==> src/rtl/wdg_pkg.sv <==
package wdg_pkg;
  localparam int TOK_W = 4;
  typedef logic [TOK_W-1:0] token_t;

  // Maximal-length 4-bit sequence over the nonzero values
  function automatic token_t tok_next(token_t t);
    return {t[2:0], t[3] ^ t[0]};
  endfunction

  // Expected byte for answer index idx: rotate-left of {t^idx, ~t} by idx
  function automatic logic [7:0] answer_of(token_t t, logic [1:0] idx);
    logic [15:0] twice;
    logic [7:0]  raw;
    raw   = {t ^ {2'b00, idx}, ~t};
    twice = {raw, raw} << idx;
    return twice[15:8];
  endfunction
endpackage

==> src/rtl/wdg_window_timer.sv <==
module wdg_window_timer #(
  parameter int TICK_DIV = 16,
  parameter int W1_W     = 7,
  parameter int W2_W     = 5
) (
  input  logic            clk,
  input  logic            rst,
  input  logic            restart,
  input  logic [W1_W-1:0] n1,
  input  logic [W2_W-1:0] n2,
  output logic            in_w1,
  output logic            seq_end
);
  localparam int PRE_W = (TICK_DIV > 1) ? $clog2(TICK_DIV) : 1;
  localparam int SEQ_W = W1_W + 1;

  logic [PRE_W-1:0] pre;
  logic [SEQ_W-1:0] tcnt;
  logic             tick;
  logic [SEQ_W-1:0] last;

  assign tick    = (pre == PRE_W'(TICK_DIV - 1));
  assign last    = SEQ_W'(n1) + SEQ_W'(n2);
  assign in_w1   = (tcnt < SEQ_W'(n1));
  assign seq_end = tick && (tcnt == last);

  always_ff @(posedge clk) begin
    if (rst || restart) begin
      pre  <= '0;
      tcnt <= '0;
    end else if (tick) begin
      pre  <= '0;
      tcnt <= (tcnt == last) ? '0 : tcnt + 1'b1;
    end else begin
      pre <= pre + 1'b1;
    end
  end

  p_tcnt_bound_r1: assert property (@(posedge clk) disable iff (rst)
    tcnt <= last);
  p_restart_zero_r6: assert property (@(posedge clk) disable iff (rst)
    restart |=> (tcnt == '0) && (pre == '0));
endmodule

==> src/rtl/wdg_trig_filter.sv <==
module wdg_trig_filter #(
  parameter int DEGLITCH_CYC = 8
) (
  input  logic clk,
  input  logic rst,
  input  logic pin,
  output logic pulse
);
  localparam int CW = $clog2(DEGLITCH_CYC + 1);
  localparam logic [CW-1:0] FULL = CW'(DEGLITCH_CYC - 1);

  logic [CW-1:0] hcnt;
  logic          fired;

  always_ff @(posedge clk) begin
    if (rst) begin
      hcnt  <= '0;
      fired <= 1'b0;
      pulse <= 1'b0;
    end else begin
      pulse <= 1'b0;
      if (!pin) begin
        hcnt  <= '0;
        fired <= 1'b0;
      end else if (hcnt != FULL) begin
        hcnt <= hcnt + 1'b1;
      end else if (!fired) begin
        pulse <= 1'b1;
        fired <= 1'b1;
      end
    end
  end

  p_pulse_needs_high_r3: assert property (@(posedge clk) disable iff (rst)
    pulse |-> $past(pin));
  p_pulse_single_r3: assert property (@(posedge clk) disable iff (rst)
    pulse |=> !pulse);
endmodule

==> src/rtl/wdg_fail_counter.sv <==
module wdg_fail_counter #(
  parameter int FC_W     = 3,
  parameter int SAFE_LIM = 4,
  parameter int ACT_INIT = 5
) (
  input  logic            clk,
  input  logic            rst,
  input  logic            load,
  input  logic            good,
  input  logic            bad,
  input  logic            rst_en,
  input  logic            drv_en,
  output logic [FC_W-1:0] cnt,
  output logic            safe_drv,
  output logic            reset_req
);
  localparam logic [FC_W-1:0] CMAX = '1;
  localparam logic [FC_W-1:0] LIM  = FC_W'(SAFE_LIM);
  localparam logic [FC_W-1:0] INIT = FC_W'(ACT_INIT);

  always_ff @(posedge clk) begin
    if (rst) begin
      cnt       <= CMAX;
      safe_drv  <= 1'b0;
      reset_req <= 1'b0;
    end else begin
      safe_drv <= drv_en && (cnt <= LIM);
      if (load) begin
        cnt       <= INIT;
        reset_req <= 1'b0;
      end else if (good) begin
        if (cnt != '0) cnt <= cnt - 1'b1;
      end else if (bad) begin
        if (cnt == CMAX) begin
          if (rst_en) reset_req <= 1'b1;
        end else begin
          cnt <= cnt + 1'b1;
        end
      end
    end
  end

  p_step_by_one_r9: assert property (@(posedge clk) disable iff (rst)
    (cnt != $past(cnt)) && !$past(load) |->
      (cnt == $past(cnt) + 1'b1) || (cnt == $past(cnt) - 1'b1));
  p_load_value_r9: assert property (@(posedge clk) disable iff (rst)
    $past(load) |-> cnt == INIT);
  p_safe_low_r10: assert property (@(posedge clk) disable iff (rst)
    (cnt > LIM) |=> !safe_drv);
  p_reset_cause_r11: assert property (@(posedge clk) disable iff (rst)
    $rose(reset_req) |-> $past(rst_en) && $past(bad) && ($past(cnt) == CMAX));
endmodule

==> src/rtl/qa_watchdog.sv <==
module qa_watchdog
  import wdg_pkg::*;
#(
  parameter int TICK_DIV     = 16,
  parameter int DEGLITCH_CYC = 8,
  parameter int W1_W         = 7,
  parameter int W2_W         = 5,
  parameter int FC_W         = 3,
  parameter int W1_RST       = 4,
  parameter int W2_RST       = 3
) (
  input  logic             clk,
  input  logic             rst,
  input  logic             mode_qa,
  input  logic             win1_we,
  input  logic [W1_W-1:0]  win1_data,
  input  logic             win2_we,
  input  logic [W2_W-1:0]  win2_data,
  input  logic             trig_pin,
  input  logic             ans_we,
  input  logic [7:0]       ans_data,
  input  logic             go_active,
  input  logic             rst_en,
  input  logic             drv_enable,
  output logic [TOK_W-1:0] token,
  output logic             st_early,
  output logic             st_late,
  output logic             st_wrong,
  output logic [FC_W-1:0]  fail_cnt,
  output logic             safe_drv,
  output logic             reset_req
);
  logic [W1_W-1:0] n1_q;
  logic [W2_W-1:0] n2_q;
  token_t          token_q;
  logic [1:0]      acnt;
  logic            acc_wrong, acc_early, acc_late;
  logic            in_w1, seq_end, trig_pulse;
  logic            cfg_wr, trig_ev, ans_ev, fin, tmo, restart;
  logic [1:0]      idx;
  logic            now_wrong, now_early, now_late;
  logic            ev_good, ev_bad, f_early, f_late, f_wrong;

  assign cfg_wr    = win1_we | win2_we;
  assign trig_ev   = !mode_qa && trig_pulse && !cfg_wr;
  assign ans_ev    = mode_qa && ans_we && !cfg_wr;
  assign idx       = 2'd3 - acnt;
  assign now_wrong = (ans_data != answer_of(token_q, idx));
  assign now_early = (idx == 2'd0) && in_w1;
  assign now_late  = (idx != 2'd0) && !in_w1;
  assign fin       = ans_ev && (acnt == 2'd3);
  assign tmo       = seq_end && !cfg_wr && !trig_ev && !fin;
  assign restart   = cfg_wr | trig_ev | fin | tmo;

  always_comb begin
    ev_good = 1'b0;
    ev_bad  = 1'b0;
    f_early = 1'b0;
    f_late  = 1'b0;
    f_wrong = 1'b0;
    if (trig_ev) begin
      f_early = in_w1;
      ev_bad  = in_w1;
      ev_good = !in_w1;
    end else if (fin) begin
      f_early = acc_early | now_early;
      f_late  = acc_late  | now_late;
      f_wrong = acc_wrong | now_wrong;
      ev_bad  = f_early | f_late | f_wrong;
      ev_good = !ev_bad;
    end else if (tmo) begin
      f_late = 1'b1;
      ev_bad = 1'b1;
    end
  end

  always_ff @(posedge clk) begin
    if (rst) begin
      n1_q      <= W1_W'(W1_RST);
      n2_q      <= W2_W'(W2_RST);
      token_q   <= token_t'(1);
      acnt      <= '0;
      acc_wrong <= 1'b0;
      acc_early <= 1'b0;
      acc_late  <= 1'b0;
      st_early  <= 1'b0;
      st_late   <= 1'b0;
      st_wrong  <= 1'b0;
    end else begin
      if (win1_we) n1_q <= win1_data;
      if (win2_we) n2_q <= win2_data;
      if (restart) begin
        acnt      <= '0;
        acc_wrong <= 1'b0;
        acc_early <= 1'b0;
        acc_late  <= 1'b0;
      end else if (ans_ev) begin
        acnt      <= acnt + 1'b1;
        acc_wrong <= acc_wrong | now_wrong;
        acc_early <= acc_early | now_early;
        acc_late  <= acc_late  | now_late;
      end
      if (fin && ev_good) token_q <= tok_next(token_q);
      if (ev_good || ev_bad) begin
        st_early <= f_early;
        st_late  <= f_late;
        st_wrong <= f_wrong;
      end
    end
  end

  assign token = token_q;

  wdg_window_timer #(.TICK_DIV(TICK_DIV), .W1_W(W1_W), .W2_W(W2_W)) u_timer (
    .clk(clk), .rst(rst), .restart(restart), .n1(n1_q), .n2(n2_q),
    .in_w1(in_w1), .seq_end(seq_end)
  );

  wdg_trig_filter #(.DEGLITCH_CYC(DEGLITCH_CYC)) u_filter (
    .clk(clk), .rst(rst), .pin(trig_pin), .pulse(trig_pulse)
  );

  wdg_fail_counter #(.FC_W(FC_W), .SAFE_LIM(4), .ACT_INIT(5)) u_fail (
    .clk(clk), .rst(rst), .load(go_active), .good(ev_good), .bad(ev_bad),
    .rst_en(rst_en), .drv_en(drv_enable), .cnt(fail_cnt),
    .safe_drv(safe_drv), .reset_req(reset_req)
  );

  p_token_step_r8: assert property (@(posedge clk) disable iff (rst)
    (token_q != $past(token_q)) |-> token_q == tok_next($past(token_q)));
  p_flags_clear_good_r12: assert property (@(posedge clk) disable iff (rst)
    $past(ev_good) |-> !st_early && !st_late && !st_wrong);
  p_trig_early_r2: assert property (@(posedge clk) disable iff (rst)
    $past(trig_ev && in_w1) |-> st_early);
  p_timeout_late_r7: assert property (@(posedge clk) disable iff (rst)
    $past(tmo) |-> st_late && !st_early && !st_wrong);
endmodule

==> config.mk <==
export PLATFORM = sky130hd
export DESIGN_NAME = qa_watchdog
export DESIGN_NICKNAME = d
export VERILOG_FILES = /design/src/rtl/wdg_pkg.sv /design/src/rtl/wdg_window_timer.sv /design/src/rtl/wdg_trig_filter.sv /design/src/rtl/wdg_fail_counter.sv /design/src/rtl/qa_watchdog.sv
export SDC_FILE = /design/constraint.sdc
export NUM_CORES = 1
export LEC_CHECK = 0
export ABC_CLOCK_PERIOD_IN_PS = 10100
export BUFFER_PORTS_ARGS = -buffer_cell sky130_fd_sc_hd__buf_2
export CORE_MARGIN = 1
export CORE_UTILIZATION = 50
export DETAILED_ROUTE_END_ITERATION = 16
export GPL_ROUTABILITY_DRIVEN = 0
export PLACE_DENSITY = 0.76
export SYNTH_ARGS = -nofsm -noshare
export SYNTH_HDL_FRONTEND = slang
export SYNTH_SLANG_ARGS = --single-unit
==> constraint.sdc <==
create_clock -name clk -period 10.1 [get_ports clk]
set_input_delay 0.505 -clock clk [delete_from_list [all_inputs] [get_ports clk]]
set_output_delay 0.505 -clock clk [all_outputs]
set_load 0.05 [all_outputs]
=== Yosys cells after proc, flatten, opt, wreduce, memory -nomap -nowiden ===
Index checks and enable logic that the tools add are counted.

* Output and inout bits: 12
* Bits in registers: 47
* Logic and storage cells: 106

* Shifts and indexed selects: 1
* $add $sub $neg: 8
* Order comparisons: 2
* Equal/unequal tests: 10
* Muxes and demuxes: 18
* Bitwise gates (word level): 14
* Reductions and logical operators: 34

{| class="wikitable"
|+ Operators by type and width
! operator !! number
|-
| 16-bit by 2-bit left shift with 16-bit output || 1
|-
| 1-bit logical AND || 13
|-
| 1-bit two-way mux || 12
|-
| 3-bit two-way mux || 4
|-
| 1-bit OR || 9
|-
| 4-bit by 1-bit adder with 4-bit output (second input constant) || 2
|-
| 7-bit by 5-bit adder with 8-bit output || 1
|-
| 8-bit by 1-bit adder with 8-bit output (second input constant) || 1
|-
| 8-bit equality test || 1
|-
| 8-bit by 7-bit less-than comparator with 1-bit output || 1
|-
| 8-bit two-way mux || 1
|-
| 8-bit != test || 1
|-
| 2-bit OR reduction || 4
|-
| 1-bit zero test || 6
|-
| 3-bit AND reduction || 2
|-
| 3-bit nonzero test || 2
|-
| 4-bit equality test (second input constant) || 1
|-
| 4-bit by 3-bit != test with 1-bit output (second input constant) || 1
|-
| 4-bit NOT || 1
|-
| 4-bit AND reduction || 1
|-
| 2-bit nonzero test || 2
|-
| 4-bit by 2-bit XOR with 4-bit output || 1
|-
| 3-bit by 1-bit adder with 3-bit output (second input constant) || 1
|-
| 3-bit equality test (second input constant) || 1
|-
| other kinds (15) || 17
|}

=== Logic depth before layout (Yosys ltp) ===
Gate-level depths: netlist (run 1).

* Word-level depth: 12
* Mapped depth: 13
* Gate-level depth less buffers: 12

=== Cells and area by module ===
From an unflattened synthesis (run 1), not the netlist that was laid out.

* Cell total of the unflattened synthesis: 339
* Area, all modules: 2951.6 um^2

{| class="wikitable"
|+ Modules (own cells, without submodules)
! module !! seq. area each (um^2) !! cells each !! area each (um^2) !! times used
|-
| qa_watchdog || 480.5 || 164 || 1436.4 || 1
|-
| wdg_window_timer || 240.2 || 113 || 970.9 || 1
|-
| wdg_fail_counter || 100.1 || 38 || 312.8 || 1
|-
| wdg_trig_filter || 120.1 || 24 || 231.5 || 1
|}

=== Worst setup path after synthesis (run 1) ===
No wires, ideal clock.

* Path type: reg2reg
* Start point: register token_q[0] (netlist: token[0])
* End point: register u_fail.cnt[1]
* Data arrival time: 3059 ps
* Path slack: 6945 ps
* Path buffers: 1
* Cell stages (with the launch flop): 11
* Clock period less this slack: 3155 ps
* Cells stage by stage: dfxtp_1 buf_4 inv_1 mux4_2 xnor2_1 nand3_1 o31ai_4 inv_1 fa_1 or4_1 o311ai_1

* Longest elaborated chain between the ends: 10

{| class="wikitable"
|+ Ends and longest elaborated chain
! what !! line !! text
|-
| start, declared || qa_watchdog.sv:35 || <nowiki>token_t token_q;</nowiki>
|-
| start signal, assigned || qa_watchdog.sv:81 || <nowiki>token_q <= token_t'(1);</nowiki>
|-
| start signal, assigned || qa_watchdog.sv:103 || <nowiki>if (fin && ev_good) token_q <= tok_next(token_q);</nowiki>
|-
| 4-bit by 2-bit XOR with 4-bit output or 4-bit NOT (tied branches) || wdg_pkg.sv:14 || <nowiki>raw = {t ^ {2'b00, idx}, ~t};</nowiki>
|-
| 16-bit by 2-bit left shift with 16-bit output * || wdg_pkg.sv:15 || <nowiki>twice = {raw, raw} << idx;</nowiki>
|-
| 8-bit != test * || qa_watchdog.sv:48 || <nowiki>assign now_wrong = (ans_data != answer_of(token_q, idx));</nowiki>
|-
| 1-bit OR * || qa_watchdog.sv:68 || <nowiki>f_wrong = acc_wrong | now_wrong;</nowiki>
|-
| 1-bit OR * || qa_watchdog.sv:69 || <nowiki>ev_bad = f_early | f_late | f_wrong;</nowiki>
|-
| 1-bit zero test || qa_watchdog.sv:70 || <nowiki>ev_good = !ev_bad;</nowiki>
|-
| 1-bit two-way mux || qa_watchdog.sv:65 || <nowiki>end else if (fin) begin</nowiki>
|-
| 1-bit two-way mux || qa_watchdog.sv:61 || <nowiki>if (trig_ev) begin</nowiki>
|-
| 3-bit by 2-bit != test with 1-bit output (no line), or another cell as far along || - ||
|-
| 3-bit AND reduction (no line) or 2-bit two-way mux (tied branches) || - ||
|-
| end signal, assigned || wdg_fail_counter.sv:32 || <nowiki>if (cnt != '0) cnt <= cnt - 1'b1;</nowiki>
|-
| end signal, assigned || wdg_fail_counter.sv:37 || <nowiki>cnt <= cnt + 1'b1;</nowiki>
|-
| end, declared || wdg_fail_counter.sv:13 || <nowiki>output logic [FC_W-1:0] cnt,</nowiki>
|}

Mark *: on every way between the ends. The rest lies on a longest branch, timed or not.
A chain may end at the register's enable or synchronous reset.

=== Final worst setup path (run 1) ===
* Start point: register n1_q[5]
* End point: register u_fail.cnt[1]

* Longest elaborated chain between the ends: 11

{| class="wikitable"
|+ Ends and longest elaborated chain
! what !! line !! text
|-
| start, declared || qa_watchdog.sv:33 || <nowiki>logic [W1_W-1:0] n1_q;</nowiki>
|-
| start signal, assigned || qa_watchdog.sv:79 || <nowiki>n1_q <= W1_W'(W1_RST);</nowiki>
|-
| start signal, assigned || qa_watchdog.sv:90 || <nowiki>if (win1_we) n1_q <= win1_data;</nowiki>
|-
| 7-bit by 5-bit adder with 8-bit output or 8-bit by 7-bit less-than comparator with 1-bit output (tied branches) || wdg_window_timer.sv:23, wdg_window_timer.sv:24 ||
|-
| 8-bit equality test or 1-bit zero test (tied branches) || wdg_window_timer.sv:25, qa_watchdog.sv:50, qa_watchdog.sv:64 ||
|-
| 1-bit logical AND, on equally long branches || wdg_window_timer.sv:25, qa_watchdog.sv:50 ||
|-
| 1-bit logical AND or 1-bit OR (tied branches) || qa_watchdog.sv:52, qa_watchdog.sv:67 ||
|-
| 1-bit logical AND or 1-bit OR (tied branches) (2 in a row) || qa_watchdog.sv:52, qa_watchdog.sv:69 ||
|-
| 1-bit two-way mux or 1-bit zero test (tied branches) || qa_watchdog.sv:71, qa_watchdog.sv:70 ||
|-
| 1-bit two-way mux || qa_watchdog.sv:65 ||
|-
| 1-bit two-way mux || qa_watchdog.sv:61 ||
|-
| 3-bit nonzero test (no line), or another cell as far along || - ||
|-
| 3-bit AND reduction (no line) or 2-bit two-way mux (tied branches) || - ||
|}

Several ways; a longest one is shown, not always the timed one.

==> results.cfg, run 1 <==
[floorplan]
ioPinCount = 42
dieHeight_um = 77.1
core_um2 = 5270
die-area_um2 = 5950
fp-row-count = 26
die-width_um = 77.1
start_util_pct = 53.6

[global_routing]
grt_first_pass_wirelength_um = 9600
grtUsageMet3_pct = 3.33
top_usage_layer = met2
met2_usage_pct = 32.3
grt_pass1_vias = 2159
antenna_found_initial = 0
grt-ovfl-total = 0
grt_max_degree = 18
grt_usage_pct = 19.9
use_met1_pct = 26.6

[timing]
grt_setup_unrepaired = no
worst_slew_pin_slew_ps = 563
finalSetupTns_ps = 0
post-route-min-period_ps = 3350
finalCritPeriodShare_pct = 33.2
fin_worst_skew_ps = 5.89
holdWs_ps = 422
drv_slew = 0
clock.fmax_mhz = 298
relSlewSlack_pct = 62.4
hold_violations = 0
setup_violations = 0

[synthesis]
synth_area_um2 = 2820
synthMuxAreaShare_pct = 8.07
ys_seq_area_share_pct = 33.3
synth_compound_area_share_pct = 12.5
synth_nets = 368
async_flop_share_pct = 0
synthAdderAreaFrac_pct = 8.07
yosysWarnings = 0
synth_top_family_by_area = simple AND/OR/NAND/NOR gates
synthCells = 321
ys_seq_elements = 47
syn_avg_cell_area_um2 = 8.79
synthXorXnorAreaFrac_pct = 11.2
synthSimpleGateAreaFrac_pct = 21.5
synth_top_flop_cell = dfxtp_1
synth.distinct_cells = 58
synth_edf_count = 0

[setup_path]
crit_path_start = n1_q[5]
crit_type = flip-flop to flip-flop
r2r_cells = 10
r2r_start = n1_q[5]
rrSetupSlack_ps = 6750
crit_required_ps = 10310
r2r_end = u_fail.cnt[1]
crit_fanout = 8
endpoint_kind = flip-flop
cp.arrival_ps = 3560
crit_path_end = u_fail.cnt[1]
startpoint_type = flip-flop

[clocking]
cts_made_buffers = 5
post-cts-setup-buffers = 0
clkLatencyLatePin_ps = 300
holdBufCountCts = 0
cts_root_buffer = clkbuf_8
cts_tree = yes
clock-sinks = 47
cts-htree-levels = 2
ctsResizeCount = 0
cts_buffer_depth = 2
cts.clk_slew.worst_paths_ps = 80

[cells_and_area]
area_growth_pct = 11.3
final_cells = 425
design_area_um2 = 3140
nFillCells = 477
diodes = 0
drive_above_1_share_pct = 17.7
layout_commonest_cell = dfxtp_1
final_cell_mix = dfxtp_1, nor2_1, buf_2
fin_nets = 401

[routing]
antenna_left = 0
wl_per_cell_um = 13.0
drc = 0
dr.pass1.iters = 4
wirelength_um = 5510
routed-via-count = 2317
routed_via_density = 5.45
initialDrtViolationCount = 98

[hold_path]
hold_path_class = input pin to flip-flop
min_from = win2_data[0]

[power_and_ir_drop]
vdd_drop_max_uv = 58.5
power_density_nw_per_um2 = 120
p_leak_nw = 1.34

[run]
cap_violations = 0

[place]
dp_hpwl_um = 4170
placed_area_um2 = 3030
dpl.cell_count = 417
portBuffers = 41

[status]
outcome = finished, final reports clean
-- report_power, final --
group / internal [mW] / leakage, nW / total [mW] / switching [mW]
combinational: 0.0209 / 0.894 / 0.0451 / 0.0242
clock: 0.0750 / 0.0587 / 0.140 / 0.0645
sequential: 0.189 / 0.382 / 0.193 / 0.00370
-- logic make-up (layout without fill, tap and decap cells) --
group,Yosys count,count (layout)
adder cells (fa/ha/maj),17,17
AND/OR/NAND/NOR,118,118
buffers and inverters,32,66
XOR/XNOR,36,36
AO/OA/AOI/OAI,50,50
flip-flops,47,47
multiplexers,21,21
-- flip-flops by register name (all words and copies together) (netlist names), 2 cells and up --
register and count:
acnt 2, n1_q 7, n2_q 5, token 4, u_fail.cnt 3, u_filter.hcnt 4, u_timer.pre 4, u_timer.tcnt 8
-- per-stage QoR --
| step | setup WS [ps] | total power, mW | utilization [%] |
|---|---|---|---|
| after floorplan | 6950 | 0.229 | - |
| after global placement | 6920 | 0.241 | 57.4 |
| after detailed placement | 6800 | 0.242 | 57.4 |
| after CTS | 6780 | 0.383 | 59.6 |
| after global routing | 6580 | 0.396 | 59.6 |
| final | 6750 | 0.377 | 59.6 |
-- cell type report --
class | instances | area [um^2] | share of cell area, %
Clock buffer | 5 | 68.8 | 2.19
Clock inverter | 3 | 47.5 | 1.51
Inverter | 17 | 63.8 | 2.03
Multi-Input combinational cell | 242 | 1730 | 55.0
Sequential cell | 47 | 941 | 29.9
Tap cell | 70 | 87.6 | 2.79
Timing Repair Buffer | 41 | 205 | 6.53
-- worst min-delay path by stage --
| stage | end | slack, ps | cells after the start |
|---|---|---|---|
| after floorplan | u_filter.pulse | 400 | 1 |
| after CTS | n2_q[0] | 420 | 3 |
| after global routing | n2_q[0] | 430 | 3 |
| final | n2_q[0] | 420 | 3 |
| after global placement | u_filter.pulse | 410 | 1 |
| after detailed placement | u_filter.pulse | 420 | 1 |
-- worst max-delay path, cell delays in order (launching register included) --
cell	delay, ps
dfxtp_1	470
inv_1	130
ha_1	330
and3_1	160
a31oi_1	170
or4b_4	580
o31ai_4	290
inv_1	100
fa_1	430
or4_1	510
o311ai_1	90
-- per-layer routing --
metal | vias up | wire (um)
met1 | 1075 | 2770
met4 | 0 | 60
li1 | 1184 | -
met3 | 6 | 214
met5 | - | 0
met2 | 52 | 2470
-- cells in the mapped netlist, drive strengths merged (4+ instances only) --
master / count / area, um^2
a21oi: 18 / 90.1
and3: 6 / 37.5
buf: 8 / 62.6
clkbuf: 7 / 26.3
dfxtp: 47 / 941
ha: 15 / 188
inv: 17 / 63.8
mux2i: 19 / 194
nand2: 15 / 58.8
nand3: 11 / 55.1
nand4: 6 / 37.5
nor2: 46 / 180
nor3: 13 / 65.1
nor3b: 4 / 30.0
o21ai: 7 / 35.0
xnor2: 20 / 175
xor2: 16 / 140
Note: power is estimated with default switching activity, not from simulation.
==> run 2: changes to the inputs <==
- ABC_CLOCK_PERIOD_IN_PS: 10100 -> 2870
- PLACE_DENSITY: 0.76 -> 0.79
- clock period: 10.1 -> 2.87 ns (I/O delays scaled with it)
==> results.cfg, run 2 (synthesis results as in run 1) <==
[clocking]
cts_made_buffers = 5
clock-sinks = 47
cts.clk_slew.worst_paths_ps = 100
clkLatencyLatePin_ps = 300
cts_buffer_depth = 2
cts_root_buffer = clkbuf_8
cts_tree = yes
holdBufCountCts = 0
cts-htree-levels = 2

[routing]
antenna_left = 0
wl_per_cell_um = 14.4
initialDrtViolationCount = 134
drc = 0
routed-via-count = 2498
routed_via_density = 5.44
wirelength_um = 6610
dr.pass1.iters = 4

[cells_and_area]
nFillCells = 452
top_register = u_timer.tcnt
layout_commonest_cell = nor2_1
reg_top3 = u_timer.tcnt (8), n1_q (7), n2_q (5)
fin_nets = 435
area_growth_pct = 24.8
drive_above_1_share_pct = 31.4
final_cell_mix = nor2_1, buf_2, dfxtp_1
diodes = 0
largest_reg_flops = 8

[floorplan]
ioPinCount = 42
die-width_um = 77.1
dieHeight_um = 77.1
fp-row-count = 26
start_util_pct = 53.6
core_um2 = 5270
die-area_um2 = 5950

[status]
violations = setup timing
outcome = complete, but fails checks

[power_and_ir_drop]
vdd_drop_max_uv = 226
power_density_nw_per_um2 = 394
combPwrFrac_pct = 14.1
p_seq_share_pct = 48.7
p_switching_uw = 342
p_leak_nw = 1.52
p_int_mw = 1.05
power_frac_clock_pct = 37.2
fin_total_pwr_mw = 1.39
p_sw_share_pct = 24.6

[setup_path]
critical_path.slowest_cell = or4b_4
path_cells = inv_1 -> ha_4 -> and3_4 -> a31oi_4 -> or4b_4 -> o31ai_4 -> inv_1 -> fa_2 -> or4_4 -> o311ai_2
crit_required_ps = 3090
crit_fanout = 4
startpoint_type = flip-flop
crit_type = flip-flop to flip-flop
endpoint_kind = flip-flop
cp.arrival_ps = 3110
rrSetupSlack_ps = -10
path_common_cell = inv_1
max_stage_delay_ps = 550

[run]
cap_violations = 0

[global_routing]
use_met1_pct = 26.4
grtUsageMet3_pct = 4.40
grt_pass1_vias = 2407
grt_usage_pct = 22.9
grt_max_degree = 18
grt_first_pass_wirelength_um = 10900
top_usage_layer = met2
met2_usage_pct = 41.2
grt-ovfl-total = 0
antenna_found_initial = 0

[timing]
post-route-min-period_ps = 2880
grt_setup_unrepaired = yes
worst_slew_pin_slew_ps = 460
hold_violations = 0
relSlewSlack_pct = 69.1
holdWs_ps = 61.1
finalCritPeriodShare_pct = 100
setup_violations = 1
drv_slew = 0
postLayoutSetupSlackWorst_ps = -12.2
clock.fmax_mhz = 347
fin_worst_skew_ps = 10.8

[place]
dp_hpwl_um = 5010
portBuffers = 41

[hold_path]
hold_path_class = input pin to flip-flop
run 2: changes by cell type in the layout (fill, tap and decap cells not counted), moves of 3 or more:
cell / change
ha_1: -4
ha_4: +4
buf_4: +34
dfxtp_1: -7
dfxtp_2: +7
inv_1: -3
run 2: area by class of cell:
cell class	count	area, um^2	share of cell area (%)
multi-input cells	242	1840	52.2
flip-flops and latches	47	950	27.0
repair buffers	75	460	13.1
well taps	70	87.6	2.49
clock buffers	6	82.6	2.34
inverters	17	66.3	1.88
clock inverters	2	38.8	1.10
run 2: per-stage QoR:
step	instances	cell area [um^2]	TNS (ps)	setup WS [ps]	util (%)
after floorplan	321	2880	-123	-123	-
after global placement	449	3320	-32.4	-32.4	63.0
after detailed placement	449	3320	-111	-111	63.0
after CTS	458	3500	-24.3	-24.3	66.3
after global routing	459	3520	-119	-119	66.9
final	459	3520	-12.2	-12.2	66.9
run 2: final timing paths:
| check | from | to | depth (start not counted) |
|---|---|---|---|
| worst min-delay path | drv_enable | u_fail.safe_drv | 2 |
| worst max register to register | n1_q[6] | u_fail.cnt[1] | 10 |
| worst min register to register | u_filter.fired | u_filter.pulse | 1 |
| worst max-delay path | n1_q[6] | u_fail.cnt[1] | 10 |
run 2: power groups by stage:
stage / clock network (mW) / registers (mW) / logic, mW
final: 0.517 / 0.676 / 0.195
after global routing: 0.551 / 0.678 / 0.213
after CTS: 0.527 / 0.676 / 0.191
after detailed placement: 0 / 0.690 / 0.185
after global placement: 0 / 0.690 / 0.180
after floorplan: 0 / 0.693 / 0.123
run 2: critical path, delay by kind of cell, from the launching register on:
kind | cells | cell delay [ps]
AND/OR/NAND/NOR | 3 | 1260
adder cells (fa/ha/maj) | 2 | 690
buffers and inverters | 2 | 140
flip-flops | 1 | 330
AO/OA/AOI/OAI | 3 | 380
run 2: routing by layer:
layer / part of all wire [%] / up-vias / wire length (um)
met5: 0 / - / 0
met4: 2.8 / 0 / 188
met3: 3.6 / 18 / 238
met2: 50 / 51 / 3270
met1: 44 / 1177 / 2910
li1: - / 1252 / -
run 2: repair_timing:
item,CTS,global route
pin swaps,8,2
gates resized for setup,10,4
buffers inserted,1,1
endpoints found under the setup margin,1,2
